## src/rtl/fbg_pkg.sv

```systemverilog
package fbg_pkg;
  typedef enum logic [1:0] {
    SEL_CTRL   = 2'd0,
    SEL_RELOAD = 2'd1,
    SEL_STEP   = 2'd2,
    SEL_NONE   = 2'd3
  } reg_sel_e;

  typedef struct packed {
    logic pre_hi;
    logic frac_en;
    logic run;
  } ctrl_t;
endpackage

```

## src/rtl/fbg_regs.sv

```systemverilog
module fbg_regs
  import fbg_pkg::*;
#(
  parameter int RELOAD_W = 13,
  parameter int FRAC_W   = 9
) (
  input  logic                clk,
  input  logic                rst_n,
  input  logic                wr_en,
  input  logic [1:0]          wr_sel,
  input  logic [RELOAD_W-1:0] wr_data,
  output ctrl_t               ctrl,
  output logic [RELOAD_W-1:0] reload,
  output logic [FRAC_W-1:0]   step
);
  reg_sel_e sel;
  assign sel = reg_sel_e'(wr_sel);

  always_ff @(posedge clk or negedge rst_n) begin
    if (!rst_n) begin
      ctrl   <= '0;
      reload <= '0;
      step   <= '0;
    end else if (wr_en) begin
      case (sel)
        SEL_CTRL:   ctrl <= ctrl_t'(wr_data[2:0]);
        SEL_RELOAD: if (!ctrl.run) reload <= wr_data;
        SEL_STEP:   step <= wr_data[FRAC_W-1:0];
        default:    ;
      endcase
    end
  end
endmodule

```

## src/rtl/fbg_prescale.sv

```systemverilog
module fbg_prescale #(
  parameter int FRAC_W = 9,
  parameter int PRE_LO = 2,
  parameter int PRE_HI = 3
) (
  input  logic              clk,
  input  logic              rst_n,
  input  logic              run,
  input  logic              frac_en,
  input  logic              pre_hi,
  input  logic [FRAC_W-1:0] step,
  output logic              en_pulse
);
  localparam int PCNT_W = $clog2(PRE_HI + 1);

  logic [PCNT_W-1:0] pcnt;
  logic [PCNT_W-1:0] limit;
  logic              fixed_hit;
  logic [FRAC_W-1:0] acc;
  logic [FRAC_W:0]   sum;
  logic              carry;

  assign limit     = pre_hi ? PCNT_W'(PRE_HI - 1) : PCNT_W'(PRE_LO - 1);
  assign fixed_hit = (pcnt == limit);
  assign sum       = {1'b0, acc} + {1'b0, step};
  assign carry     = sum[FRAC_W];
  assign en_pulse  = run & (frac_en ? carry : fixed_hit);

  always_ff @(posedge clk or negedge rst_n) begin
    if (!rst_n) begin
      pcnt <= '0;
    end else if (!run || frac_en) begin
      pcnt <= '0;
    end else begin
      pcnt <= fixed_hit ? '0 : pcnt + 1'b1;
    end
  end

  always_ff @(posedge clk or negedge rst_n) begin
    if (!rst_n) begin
      acc <= '0;
    end else if (!run || !frac_en) begin
      acc <= '0;
    end else begin
      acc <= sum[FRAC_W-1:0];
    end
  end
endmodule

```

## src/rtl/fbg_reload_cnt.sv

```systemverilog
module fbg_reload_cnt #(
  parameter int RELOAD_W = 13
) (
  input  logic                clk,
  input  logic                rst_n,
  input  logic                run,
  input  logic                en_pulse,
  input  logic [RELOAD_W-1:0] reload,
  output logic                tick16
);
  logic [RELOAD_W-1:0] cnt;
  logic                at_zero;

  assign at_zero = (cnt == '0);

  always_ff @(posedge clk or negedge rst_n) begin
    if (!rst_n) begin
      cnt    <= '0;
      tick16 <= 1'b0;
    end else if (!run) begin
      cnt    <= reload;
      tick16 <= 1'b0;
    end else begin
      tick16 <= en_pulse & at_zero;
      if (en_pulse) cnt <= at_zero ? reload : cnt - 1'b1;
    end
  end
endmodule

```

## src/rtl/fbg_oversample.sv

```systemverilog
module fbg_oversample #(
  parameter int OVERSAMPLE = 16
) (
  input  logic clk,
  input  logic rst_n,
  input  logic run,
  input  logic tick16,
  output logic tick_bit
);
  localparam int OS_W = $clog2(OVERSAMPLE);

  logic [OS_W-1:0] os;

  assign tick_bit = tick16 & (os == OS_W'(OVERSAMPLE - 1));

  always_ff @(posedge clk or negedge rst_n) begin
    if (!rst_n) begin
      os <= '0;
    end else if (!run) begin
      os <= '0;
    end else if (tick16) begin
      os <= tick_bit ? '0 : os + 1'b1;
    end
  end
endmodule

```

## src/rtl/frac_baud_gen.sv

```systemverilog
module frac_baud_gen
  import fbg_pkg::*;
#(
  parameter int RELOAD_W   = 13,
  parameter int FRAC_W     = 9,
  parameter int PRE_LO     = 2,
  parameter int PRE_HI     = 3,
  parameter int OVERSAMPLE = 16
) (
  input  logic                clk,
  input  logic                rst_n,
  input  logic                wr_en,
  input  logic [1:0]          wr_sel,
  input  logic [RELOAD_W-1:0] wr_data,
  output logic                tick16,
  output logic                tick_bit
);
  ctrl_t               ctrl_q;
  logic [RELOAD_W-1:0] reload_q;
  logic [FRAC_W-1:0]   step_q;
  logic                run_q;
  logic                en_pulse;

  assign run_q = ctrl_q.run;

  fbg_regs #(.RELOAD_W(RELOAD_W), .FRAC_W(FRAC_W)) u_regs (
    .clk(clk), .rst_n(rst_n), .wr_en(wr_en), .wr_sel(wr_sel),
    .wr_data(wr_data), .ctrl(ctrl_q), .reload(reload_q), .step(step_q)
  );

  fbg_prescale #(.FRAC_W(FRAC_W), .PRE_LO(PRE_LO), .PRE_HI(PRE_HI)) u_pre (
    .clk(clk), .rst_n(rst_n), .run(run_q), .frac_en(ctrl_q.frac_en),
    .pre_hi(ctrl_q.pre_hi), .step(step_q), .en_pulse(en_pulse)
  );

  fbg_reload_cnt #(.RELOAD_W(RELOAD_W)) u_cnt (
    .clk(clk), .rst_n(rst_n), .run(run_q), .en_pulse(en_pulse),
    .reload(reload_q), .tick16(tick16)
  );

  fbg_oversample #(.OVERSAMPLE(OVERSAMPLE)) u_os (
    .clk(clk), .rst_n(rst_n), .run(run_q), .tick16(tick16),
    .tick_bit(tick_bit)
  );
endmodule

```

## config.mk

```make
export PLATFORM = sky130hd
export DESIGN_NAME = frac_baud_gen
export DESIGN_NICKNAME = d
export VERILOG_FILES = /design/src/rtl/fbg_pkg.sv /design/src/rtl/fbg_regs.sv /design/src/rtl/fbg_prescale.sv /design/src/rtl/fbg_reload_cnt.sv /design/src/rtl/fbg_oversample.sv /design/src/rtl/frac_baud_gen.sv
export SDC_FILE = /design/constraint.sdc
export NUM_CORES = 1
export LEC_CHECK = 0
export ABC_AREA = 1
export BUFFER_PORTS_ARGS = -buffer_cell sky130_fd_sc_hd__buf_2
export CORE_ASPECT_RATIO = 0.6
export CORE_UTILIZATION = 68
export CTS_BUF_LIST = sky130_fd_sc_hd__clkbuf_4
export CTS_CLUSTER_DIAMETER = 100
export DETAILED_ROUTE_END_ITERATION = 7
export PLACE_DENSITY = 0.9
export SYNTH_ARGS = -nofsm -noshare
export SYNTH_HDL_FRONTEND = slang
export SYNTH_HIERARCHICAL = 1
export SYNTH_SLANG_ARGS = --single-unit
```

## constraint.sdc

```tcl
create_clock -name clk -period 5.35 [get_ports clk]
set_input_delay 0.2675 -clock clk [delete_from_list [all_inputs] [get_ports clk]]
set_output_delay 0.2675 -clock clk [all_outputs]
set_load 0.02 [all_outputs]
```

# Word-level counts from Yosys, hierarchy flattened
# Cells that the tools add are included.
# W data, S select, Z words.
[word_totals]
out_inout_bits = 2
ff_bits = 54
wordCells = 45
in_bits = 18
[op_classes]
mux = 12
addsub = 4
eq_ne = 6
n_reduce_logical = 9
n_bitwise = 4
[ops]
columns = ["operator", "n"]
rows = [
  ["$mux W13", 3],
  ["$logic_not A13 Y1", 1],
  ["$sub A13 B1 Y13 const B", 1],
  ["$mux W4", 3],
  ["$add A9 B9 Y10", 1],
  ["$mux W9", 1],
  ["$mux W2", 3],
  ["$add A4 B1 Y4 const B", 1],
  ["$eq A4 B4 Y1 const B", 1],
  ["$ne A2 B1 Y1 const B", 2],
  ["$reduce_and A2 Y1", 2],
  ["$and A1 B1 Y1", 3],
  ["$reduce_and A3 Y1", 1],
  ["$add A2 B1 Y2 const B", 1],
  ["$eq A2 B1 Y1 const B", 1],
  ["$eq A2 B2 Y1", 1],
  ["$eq A2 B2 Y1 const B", 1],
  ["$logic_not A1 Y1", 2],
  ["$logic_not A2 Y1", 1],
  ["$logic_or A1 B1 Y1", 2],
  ["$mux W1", 2],
  ["$not A1 Y1", 1],
]

# Longest topological paths before layout
[depth]
word_depth = 6
ltp_mapped = 13
ltp_nobuf = 13

# By module
# Netlist, hierarchy kept.
[by_module_without_submodules]
columns = ["module", "cells_each", "seq_area_each_um2", "instances", "area_per_inst_um2"]
rows = [
  ["fbg_reload_cnt", 169, 350.3, 1, 1096.1],
  ["fbg_regs", 115, 625.6, 1, 1084.8],
  ["fbg_prescale", 127, 275.3, 1, 852.1],
  ["fbg_oversample", 30, 100.1, 1, 231.5],
]

# Least setup slack after synthesis
# Ideal clock, no wire load.
[synth_timing]
kind = "flip-flop to flip-flop"
from = "reg u_regs.step[4]"
to = "reg u_cnt.cnt[0]"
synth_period_minus_slack_ns = 1.788
stages_incl_launch_ff = 14
setup_time_ns = 0.065
path_buffers = 1
setup_slack_ns = 3.562
arrival_ns = 1.723
required_time_ns = 5.285
path_cell_list = "dfrtp_1 > ha_1 > nand2_1 > nand2_1 > inv_1 > nand2_1 > nand2_1 > nand3_1 > nand2_1 > nand2_1 > nor2_4 > buf_2 > nand2_1 > nand2_1"
[synth_via]
elab_chain_cells = 4
[synth_rtl]
columns = ["element", "line_no", "source"]
rows = [
  ["from (decl)", "fbg_regs.sv:14", "output logic [FRAC_W-1:0] step"],
  ["from (signal assigned)", "fbg_regs.sv:28", "SEL_STEP: step <= wr_data[FRAC_W-1:0];"],
  ["$add A9 B9 Y10", "fbg_prescale.sv:25", "assign sum = {1'b0, acc} + {1'b0, step};"],
  ["$mux W1", "fbg_prescale.sv:27", "assign en_pulse = run & (frac_en ? carry : fixed_hit);"],
  ["$and A1 B1 Y1", "fbg_prescale.sv:27", ""],
  ["named net en_pulse", "frac_baud_gen.sv:22", "logic en_pulse;"],
  ["$ne A2 B1 Y1 (no line)", "n/a", ""],
  ["to (signal assigned)", "fbg_reload_cnt.sv:21", "cnt <= reload;"],
  ["to (signal assigned)", "fbg_reload_cnt.sv:25", "if (en_pulse) cnt <= at_zero ? reload : cnt - 1'b1;"],
  ["to (decl)", "fbg_reload_cnt.sv:11", "logic [RELOAD_W-1:0] cnt;"],
]
# The timed path passes the listed nets, and every way through them passes these cells.
# A chain may end at the register's enable or synchronous reset.

# Worst setup path in the final report
[layout_timing]
from = "reg u_regs.step[4]"
to = "reg u_cnt.cnt[7]"
# Same word-level chain as after synthesis.

==> impl_metrics.toml <==
[setup_path]
crit_path_end_kind = "flip-flop"
cp.arrival_ps = 2520
critPathMaxFanout = 17
r2r-end = "u_cnt/cnt[7]"
ff2ff_setup_slack_ps = 3100
r2r_start = "u_regs/step[4]"
r2r.worst_path.cells = 13
crit_path_start_kind = "flip-flop"
crit_type = "flip-flop to flip-flop"
worst_ep_required_time_ps = 5620

[cts]
post_cts_buffers = 0
htree_levels = 2
numCtsBuffers = 5
holdBufCountCts = 0
post_cts_resized = 0
clkTransAtPathRegs_ps = 140
clk_latency_ps = 370
cts_max_path_buffers = 2
cts_tree = "yes"
clock_sinks = 54
clock-root-buffer = "clkbuf_4"

[place]
io_buffers = 19
dp.cells = 515
gp_congestion = 0.918
dp_hpwl_um = 5430

[logic_synthesis]
ys_seq_area_share_pct = 41.4
synth_cell_types = 30
synth_cells = 441
synth_area_sq_um = 3260
yosys_warnings = 6
synth-seq-cells = 54
avgSynthCellArea_sq_um = 7.40
syn_nets = 472

[run]
drv_cap = 0

[sta]
min_period_ps = 2250
worstMarginPinSlew_ps = 670
drv_slew = 0
timing.final.crit_share_pct = 42.1
slew_headroom_pct = 55.3
fin_setup_tns_ps = 0
finalSetupViolCount = 0
max_freq_mhz = 444
rsz0062_at_grt = "false"
hold_violations = 5
whs_ps = -7.49
finClkSkew_ps = 9.58

[detailed_routing]
vias_per_cell = 5.47
postRouteAntennaNets = 0
drt_pre_antenna_iters = 5
wl_per_cell_um = 13.9
vias = 2857
drc = 0
finalWirelength_um = 7250
drt_iter0_drc = 235

[die]
core_area_sq_um = 4590
dieArea_sq_um = 5090
ioPinCount = 20
die_y_um = 55.7
die_w_um = 91.4
start_util_pct = 71.1
num_rows = 19

[outcome]
outcome = "complete, but fails checks"
violations = "negative hold slack"

[cells_and_area]
area_delta_synth_final_pct = 4.52
fillerInstances = 356
final-seq-area_sq_um = 1350
drive_gt1_share_pct = 13.3
multi_input_area_sq_um = 1590
fin_cells = 522
finalNetCount = 490
antenna_cells = 0

[global_routing]
grt_util_all_layers_pct = 31.4
grt_pass1_wl_um = 12400
grt_start_max_net_pins = 55
grt_pass1_vias = 2750
gr-total-overflow = 0
antenna_found_initial = 0

[power]
leakage_nw = 1.91
p_per_area_nw_per_um2 = 334
ir_drop_mv = 0.232

[worst_hold_path]
hold_path_class = "primary input to asynchronous set/reset pin"
-- layout by cell type (no fill, tap or decap) --
cell type / Yosys / routed
nand3b_1: 3 / 3
nand4_1: 13 / 13
nor2_1: 34 / 34
nand2_8: 1 / 1
nand2_4: 3 / 3
fa_1: 1 / 1
and2_1: 2 / 2
nand3_1: 39 / 39
a21oi_1: 13 / 13
buf_2: 2 / 19
o211ai_1: 1 / 1
dfrtp_1: 54 / 54
nand2_1: 155 / 155
xor2_1: 2 / 2
buf_4: 3 / 1
inv_4: 1 / 1
nor2_2: 5 / 5
nor3_1: 1 / 1
o21ai_1: 3 / 3
ha_1: 12 / 12
inv_1: 57 / 57
nor2_4: 4 / 4
a21oi_2: 3 / 3
nand3_4: 1 / 1
clkbuf_4: 0 / 7
o21ai_0: 7 / 7
inv_2: 4 / 4
or2_1: 1 / 1
nand2_2: 12 / 12
-- cell usage after synthesis (all sizes together) --
master  count  share of area [%]
nor3        1               0.15
nand3      40                6.5
a21oi      16                2.8
o21ai      10                1.5
inv        62                7.2
xor2        2               0.54
o211ai      1               0.23
nand2     171                 22
buf         9                2.6
and2        2               0.38
dfrtp      54                 41
ha         12                4.6
nand3b      3               0.69
nor2       43                6.2
fa          1               0.61
nand4      13                2.5
or2         1               0.19
-- worst max-delay path, stage by stage (launching register included) --
cell     delay, ps
dfrtp_1        420
ha_1           370
nand2_1        100
nand2_1         80
inv_1          100
nand2_1         60
nand2_1         50
nand3_1         60
nand2_1         70
nand2_1        100
nor2_4         390
inv_2          180
nand3_1        130
nand2_1         60
-- metal layers --
layer  vias up  wire length [um]  GRT usage [%]
li1       1408                 -              -
met1      1312              3410           46.1
met2       117              3130           48.0
met3        20               567           6.15
met4         0               137           8.39
met5         -                 0              0
-- logic make-up after synthesis --
| logic type | share of synthesized area [%] |
|---|---|
| buffers and inverters | 9.85 |
| adders and majority gates | 5.21 |
| AOI/OAI and AO/OA | 4.56 |
| and+or+nand+nor | 38.4 |
| DFF | 41.4 |
| xor gates and xnor gates | 0.537 |
-- registers in the layout (all words and copies together), names as in the netlist --
signal and count:
u_cnt/cnt 13, u_regs/reload 13, u_pre/acc 9, u_regs/step 9, u_os/os 4, u_regs/ctrl 3
u_pre/pcnt 2, u_cnt/tick16 1
-- final cells by class --
class,count,share of cell area (%)
repair buffers,20,3.01
clock buffers,7,1.54
flip-flops and latches,54,39.6
multi-input cells,316,46.6
inverters,62,6.89
well taps,63,2.31
-- where the power goes --
group / switching (mW) / internal [mW]
registers: 0.0762 / 0.489
logic: 0.259 / 0.136
clock network: 0.120 / 0.0601
-- metrics by stage --
| step | cell area, sq um | utilization (%) | worst slack (ps) | total power, mW |
|---|---|---|---|---|
| finish | 3410 | 74.4 | 3100 | 1.14 |
| global route | 3410 | 74.4 | 2860 | 1.23 |
| CTS | 3410 | 74.4 | 3120 | 1.14 |
| detailed placement | 3360 | 73.2 | 3150 | 0.964 |
| global placement | 3360 | 73.2 | 3280 | 0.941 |
| floorplan | 3260 | - | 3560 | 0.866 |
-- worst max path at each step --
stage                    to      startpoint  slack (ps)  cells after the start
2_1_floorplan  u_cnt/cnt[0]  u_regs/step[4]        3560                     13
3_3_place_gp   u_cnt/cnt[1]  u_regs/step[3]        3280                     13
3_5_place_dp   u_cnt/cnt[5]  u_regs/step[4]        3150                     13
4_1_cts        u_cnt/cnt[7]  u_regs/step[4]        3120                     13
5_1_grt        u_cnt/cnt[7]  u_regs/step[4]        2860                     13
6_report       u_cnt/cnt[7]  u_regs/step[4]        3100                     13
(Power assumes the default switching activity.)
